**src/rtl/wr_drain_pkg.sv**
```systemverilog
package wr_drain_pkg;

  // Arbiter phases: serving reads, waiting for a write slot,
  // waiting for the queue to confirm removal, judging whether to continue.
  typedef enum logic [1:0] {
    PH_READ   = 2'd0,
    PH_WAIT   = 2'd1,
    PH_ACK    = 2'd2,
    PH_DECIDE = 2'd3
  } drain_phase_t;

  // Entry count that a percentage of a queue depth covers, fraction dropped.
  function automatic int pct_entries(input int depth, input int pct);
    return (depth * pct) / 100;
  endfunction

endpackage

```
**src/rtl/wr_drain_timer.sv**
```systemverilog
module wr_drain_timer #(
  parameter int TIME_W  = 32,
  parameter int T_BURST = 4,
  parameter int T_WTR   = 6,
  parameter int T_RP    = 14,
  parameter int T_RCD   = 14,
  parameter int T_CL    = 14
) (
  input  logic              clk,
  input  logic              rst,
  input  logic              take,
  input  logic              turn,
  output logic [TIME_W-1:0] now_q,
  output logic [TIME_W-1:0] next_q,
  output logic [TIME_W-1:0] now_d,
  output logic [TIME_W-1:0] next_d,
  output logic              due
);

  localparam logic [TIME_W-1:0] ROW_MISS = TIME_W'(T_RP + T_RCD + T_CL);
  localparam logic [TIME_W-1:0] BURST    = TIME_W'(T_BURST);
  localparam logic [TIME_W-1:0] WTR      = TIME_W'(T_WTR);

  logic [TIME_W-1:0] busy_q, busy_d;
  logic [TIME_W-1:0] start, bus_end, pulled;

  always_comb begin
    now_d   = now_q + 1'b1;
    start   = (busy_q > now_q) ? busy_q : now_q;
    bus_end = start + BURST;
    pulled  = bus_end - ROW_MISS;
    busy_d  = busy_q;
    next_d  = next_q;
    if (take) begin
      busy_d = bus_end;
      next_d = ((bus_end > ROW_MISS) && (pulled > now_q)) ? pulled : now_q;
    end else if (turn) begin
      busy_d = busy_q + WTR;
      next_d = busy_q + WTR;
    end
  end

  assign due = (now_q >= next_q);

  always_ff @(posedge clk) begin
    if (rst) begin
      now_q  <= '0;
      busy_q <= '0;
      next_q <= '0;
    end else begin
      now_q  <= now_d;
      busy_q <= busy_d;
      next_q <= next_d;
    end
  end

endmodule

```
**src/rtl/wr_drain_fsm.sv**
```systemverilog
module wr_drain_fsm
  import wr_drain_pkg::*;
#(
  parameter int WQ_CW   = 6,
  parameter int RQ_CW   = 6,
  parameter int CNT_W   = 8,
  parameter int HI_MARK = 22,
  parameter int LO_MARK = 0
) (
  input  logic             clk,
  input  logic             rst,
  input  logic [WQ_CW-1:0] wr_count,
  input  logic [RQ_CW-1:0] rd_count,
  input  logic             wr_enq,
  input  logic             wr_deq,
  input  logic             rd_issued,
  input  logic             rd_allow,
  input  logic             due,
  output logic             take,
  output logic             turn,
  output logic             read_mode_d,
  output logic             drain_q,
  output logic             issue_q,
  output logic [CNT_W-1:0] writes_q
);

  localparam logic [WQ_CW-1:0] HI = WQ_CW'(HI_MARK);
  localparam logic [WQ_CW-1:0] LO = WQ_CW'(LO_MARK);
  localparam logic [CNT_W-1:0] CNT_MAX = '1;

  drain_phase_t ph_q, ph_d;
  logic             issue_d;
  logic [CNT_W-1:0] writes_d;
  logic             release_now;

  assign release_now = (wr_count == '0) ||
                       ((wr_count <= LO) && (rd_count != '0));

  always_comb begin
    ph_d     = ph_q;
    take     = 1'b0;
    turn     = 1'b0;
    issue_d  = 1'b0;
    writes_d = writes_q;
    unique case (ph_q)
      PH_READ: begin
        take = rd_issued && rd_allow;
        if (wr_enq && (wr_count >= HI)) ph_d = PH_WAIT;
      end
      PH_WAIT: begin
        if (due) begin
          take     = 1'b1;
          issue_d  = 1'b1;
          writes_d = (writes_q == CNT_MAX) ? writes_q : writes_q + 1'b1;
          ph_d     = PH_ACK;
        end
      end
      PH_ACK: begin
        if (wr_deq) ph_d = PH_DECIDE;
      end
      PH_DECIDE: begin
        if (release_now) begin
          turn     = 1'b1;
          writes_d = '0;
          ph_d     = PH_READ;
        end else begin
          ph_d = PH_WAIT;
        end
      end
      default: ph_d = PH_READ;
    endcase
  end

  assign read_mode_d = (ph_d == PH_READ);

  always_ff @(posedge clk) begin
    if (rst) begin
      ph_q     <= PH_READ;
      drain_q  <= 1'b0;
      issue_q  <= 1'b0;
      writes_q <= '0;
    end else begin
      ph_q     <= ph_d;
      drain_q  <= (ph_d != PH_READ);
      issue_q  <= issue_d;
      writes_q <= writes_d;
    end
  end

endmodule

```
**src/rtl/wr_drain_arb.sv**
```systemverilog
module wr_drain_arb
  import wr_drain_pkg::*;
#(
  parameter int WQ_DEPTH = 32,
  parameter int RQ_DEPTH = 32,
  parameter int HI_PCT   = 70,
  parameter int LO_PCT   = 0,
  parameter int TIME_W   = 32,
  parameter int T_BURST  = 4,
  parameter int T_WTR    = 6,
  parameter int T_RP     = 14,
  parameter int T_RCD    = 14,
  parameter int T_CL     = 14,
  localparam int WQ_CW   = $clog2(WQ_DEPTH + 1),
  localparam int RQ_CW   = $clog2(RQ_DEPTH + 1),
  localparam int CNT_W   = WQ_CW + 2
) (
  input  logic              clk,
  input  logic              rst,
  input  logic [WQ_CW-1:0]  wr_count,
  input  logic [RQ_CW-1:0]  rd_count,
  input  logic              wr_enq,
  input  logic              wr_deq,
  input  logic              rd_issued,
  output logic              drain,
  output logic              wr_issue,
  output logic              rd_allow,
  output logic [TIME_W-1:0] next_time,
  output logic [CNT_W-1:0]  drain_writes
);

  localparam int HI_MARK = pct_entries(WQ_DEPTH, HI_PCT);
  localparam int LO_MARK = pct_entries(WQ_DEPTH, LO_PCT);

  logic              take, turn, due, read_mode_d;
  logic [TIME_W-1:0] now, now_d, next_d;

  wr_drain_timer #(
    .TIME_W (TIME_W),
    .T_BURST(T_BURST),
    .T_WTR  (T_WTR),
    .T_RP   (T_RP),
    .T_RCD  (T_RCD),
    .T_CL   (T_CL)
  ) u_timer (
    .clk   (clk),
    .rst   (rst),
    .take  (take),
    .turn  (turn),
    .now_q (now),
    .next_q(next_time),
    .now_d (now_d),
    .next_d(next_d),
    .due   (due)
  );

  wr_drain_fsm #(
    .WQ_CW  (WQ_CW),
    .RQ_CW  (RQ_CW),
    .CNT_W  (CNT_W),
    .HI_MARK(HI_MARK),
    .LO_MARK(LO_MARK)
  ) u_fsm (
    .clk        (clk),
    .rst        (rst),
    .wr_count   (wr_count),
    .rd_count   (rd_count),
    .wr_enq     (wr_enq),
    .wr_deq     (wr_deq),
    .rd_issued  (rd_issued),
    .rd_allow   (rd_allow),
    .due        (due),
    .take       (take),
    .turn       (turn),
    .read_mode_d(read_mode_d),
    .drain_q    (drain),
    .issue_q    (wr_issue),
    .writes_q   (drain_writes)
  );

  // Reads open only in read mode and once the cycle count reaches the
  // earliest-request time; registered from next-cycle values.
  always_ff @(posedge clk) begin
    if (rst) rd_allow <= 1'b0;
    else     rd_allow <= read_mode_d && (now_d >= next_d);
  end

endmodule

```
**config.mk**
```make
export PLATFORM = sky130hd
export DESIGN_NAME = wr_drain_arb
export DESIGN_NICKNAME = d
export VERILOG_FILES = /design/src/rtl/wr_drain_pkg.sv /design/src/rtl/wr_drain_timer.sv /design/src/rtl/wr_drain_fsm.sv /design/src/rtl/wr_drain_arb.sv
export SDC_FILE = /design/constraint.sdc
export NUM_CORES = 1
export LEC_CHECK = 0
export CAP_MARGIN = 20
export CORE_MARGIN = 2
export CORE_UTILIZATION = 46
export DETAILED_ROUTE_END_ITERATION = 8
export PLACE_DENSITY = 0.68
export SYNTH_ARGS = -nofsm -noshare
export SYNTH_HDL_FRONTEND = slang
export SYNTH_HIERARCHICAL = 1
export SYNTH_SLANG_ARGS = --single-unit
```
**constraint.sdc**
```tcl
create_clock -name clk -period 23.1 [get_ports clk]
set_input_delay 4.62 -clock clk [delete_from_list [all_inputs] [get_ports clk]]
set_output_delay 4.62 -clock clk [all_outputs]
set_load 0.05 [all_outputs]
```
==> impl_metrics.ini <==
[run_status]
run_status = finished, final reports clean

[detailed_routing]
wire_per_inst_um = 20.9
post_drt_via_cell_ratio = 6.29
drtAntennaViolNets = 0
totalWireLength_mm = 40.7
via_count = 12200
drtPass1Iterations = 8
drt_iter0_drc = 1406
post-route-drc-count = 0

[hold_path]
hold_path_class = reg2reg
worst_hold_path.num_cells = 2

[worst_setup_path]
cp_data_required_time_ns = 23.35
critical_path.endpoint = rd_allow
timing.reg2reg.setup_slack_ns = 12.09
timing.critical_path.from = u_timer/now_q[10]
critical_path.reg2reg.endpoint = rd_allow
cp_slowest_stage_delay_ns = 0.72
timing.critical_path.to_type = register
worst_path_max_delay_cell = nor4_1
critPathMaxFanout = 41
critical_path.reg2reg.startpoint = u_timer/now_q[10]
crit_type = reg2reg
ff2ff_path_depth = 36
timing.critical_path.from_type = register
crit_path_frequent_cell = ha_1
critPathArrivalTime_ns = 11.26

[clock_network]
cts.sink_count = 109
cts-resized-gates = 0
numCtsBuffers = 9
cts_tree = built
worst_skew_pair.late_latency_ns = 0.38
cts.reportedPaths.clkPinSlew_ns = 0.09
cts_post_setup_buffers_inserted = 0
clk_root_buffer_cell = clkbuf_16
number_of_hold_repair_buffers_added_at_the_cts_stage = 0
clk_path_buf_depth = 2
cts.htree.levels = 3

[job]
max-cap-violations = 0

[synth]
syn-mean-instance-area_um2 = 7.40
synth.top_cells.by_area = dfxtp_1 (18%), ha_1 (14%), xnor2_1 (8.7%)
synth_top_area_cell = dfxtp_1
netlist.area_leader.share_pct = 17.9
synth.yosys.seq_area_share_pct = 17.9
area_of_the_mapped_netlist_um2 = 12200
asyncSetResetFlopFracSynth_pct = 0
number_of_standard_cells_after_synthesis = 1644
synth-warning-count = 6
synth-edff-count = 0
syn_nets = 1796
dominantRegCellSynth = dfxtp_1
ys_seq_elements = 109
yosysUniqueCellTypes = 88

[floorplan]
fp.dieArea_um2 = 27800
rows = 59
die_h_um = 167
core_um2 = 26000
floorplan.initialDensity_pct = 46.8
chipWidth_um = 167
design.portCount = 60

[timing]
finalClockSkew_ns = 0.0183
setup_violations = 0
timing.fmax_mhz = 90.8
tightestPinTransition_ns = 0.967
grt_setup_unrepaired = no
hold_violations = 0
finalWorstPathRequiredPeriod_ns = 11.02
tns_ns = 0
worst_rel_slew_slack_pct = 33.7
final_max_slew_viol_count = 0
post-route-period-util_pct = 47.7

[finish]
fillers = 2540
multi_input_area_um2 = 9050
final_nets = 1760
post_route_cells_drive_above_1_share_pct = 4.46
antenna_cells_inserted = 0
layout.cells.most_common = nor2_1
mostFrequentLayoutCells = nor2_1 (145), ha_1 (135), xnor2_1 (121), inv_1 (119), nand2_1 (119)
area_growth_syn_to_layout_pct = 7.30
register_area_um2 = 2180

[global_routing]
grt_use_total_pct = 28.9
antenna_found_initial = 0
grt_start_max_net_pins = 62
grt_first_pass_wirelength_mm = 64.0
first_global_vias = 11300
grt-ovfl-total = 0

[placed_design]
place_hpwl_mm = 30.7
gp_routability_congestion = 0.984
numPortBuffers = 53
metrics by stage:
| step | util, % | hold WS (ns) | setup WS, ns | std cells | area [µm²] |
|---|---|---|---|---|---|
| 2_1_floorplan | - | 0.471 | 14.88 | 1644 | 12200 |
| 3_3_place_gp | 49.0 | 0.471 | 12.60 | 1932 | 12700 |
| 3_5_place_dp | 49.0 | 0.495 | 12.56 | 1932 | 12700 |
| 4_1_cts | 50.3 | 0.506 | 12.52 | 1948 | 13100 |
| 5_1_grt | 50.3 | 0.521 | 11.63 | 1948 | 13100 |
| 6_report | 50.3 | 0.504 | 12.09 | 1948 | 13100 |
sequential cells by signal, indices dropped and copies added, names as in the netlist:
register and count:
rd_allow 1, u_fsm/drain_q 1, u_fsm/issue_q 1, u_fsm/ph_q 2, u_fsm/writes_q 8, u_timer/busy_q 32, u_timer/next_q 32, u_timer/now_q 32
cell usage after synthesis (all sizes together) (38+ instances only):
master / n
nand3: 74
xnor2: 121
a21oi: 105
buf: 40
nand4: 65
dfxtp: 109
clkbuf: 73
a211oi: 61
o21ai: 74
nor2: 147
ha: 135
xor2: 38
inv: 119
nand2: 119
critical path, delay by kind of cell (launching register included):
family,cells,cell delay [ns]
buf+inv,5,1.24
compound gates,17,4.90
mux,1,0.31
flops,1,0.59
fa+ha+maj,4,1.07
simple gates,9,2.72
cell type report:
type	instances	area share, %
clock buffer	10	1.83
clock inverter	6	0.680
multi-input combinational	1301	69.3
timing repair buffer	66	4.77
inverter	121	3.48
tap	335	3.21
sequential	109	16.7
cell families after synthesis:
logic type               after synthesis  share of synthesized area, %
flip-flops                           109                          17.9
XOR/XNOR                             159                          11.4
multiplexers                          29                          2.48
buffers and inverters                234                          7.78
AND/OR/NAND/NOR                      574                          24.3
AO/OA/AOI/OAI                        404                          22.2
adder cells (fa/ha/maj)              135                          13.9
worst min-delay path by stage:
stage	from	slack (ns)	endpoint
2_1_floorplan	u_timer/now_q[0]	0.47	u_timer/now_q[0]
4_1_cts	u_fsm/writes_q[5]	0.51	u_fsm/writes_q[5]
3_3_place_gp	u_fsm/writes_q[5]	0.47	u_fsm/writes_q[5]
6_report	u_fsm/writes_q[5]	0.50	u_fsm/writes_q[5]
5_1_grt	u_fsm/writes_q[5]	0.52	u_fsm/writes_q[5]
3_5_place_dp	u_fsm/writes_q[5]	0.50	u_fsm/writes_q[5]
metal layers:
layer  vias to the layer above  share of wire, %  track usage, %
met5                         -                 0               0
met4                         0               3.5            10.9
met3                        78               9.1            5.75
met2                       556                43            43.7
met1                      5779                45            40.6
li1                       5835                 -               -
Power is left out: the tool's default activity adds up to more than one toggle a clock period on the data nets, which glitch-free logic cannot reach.
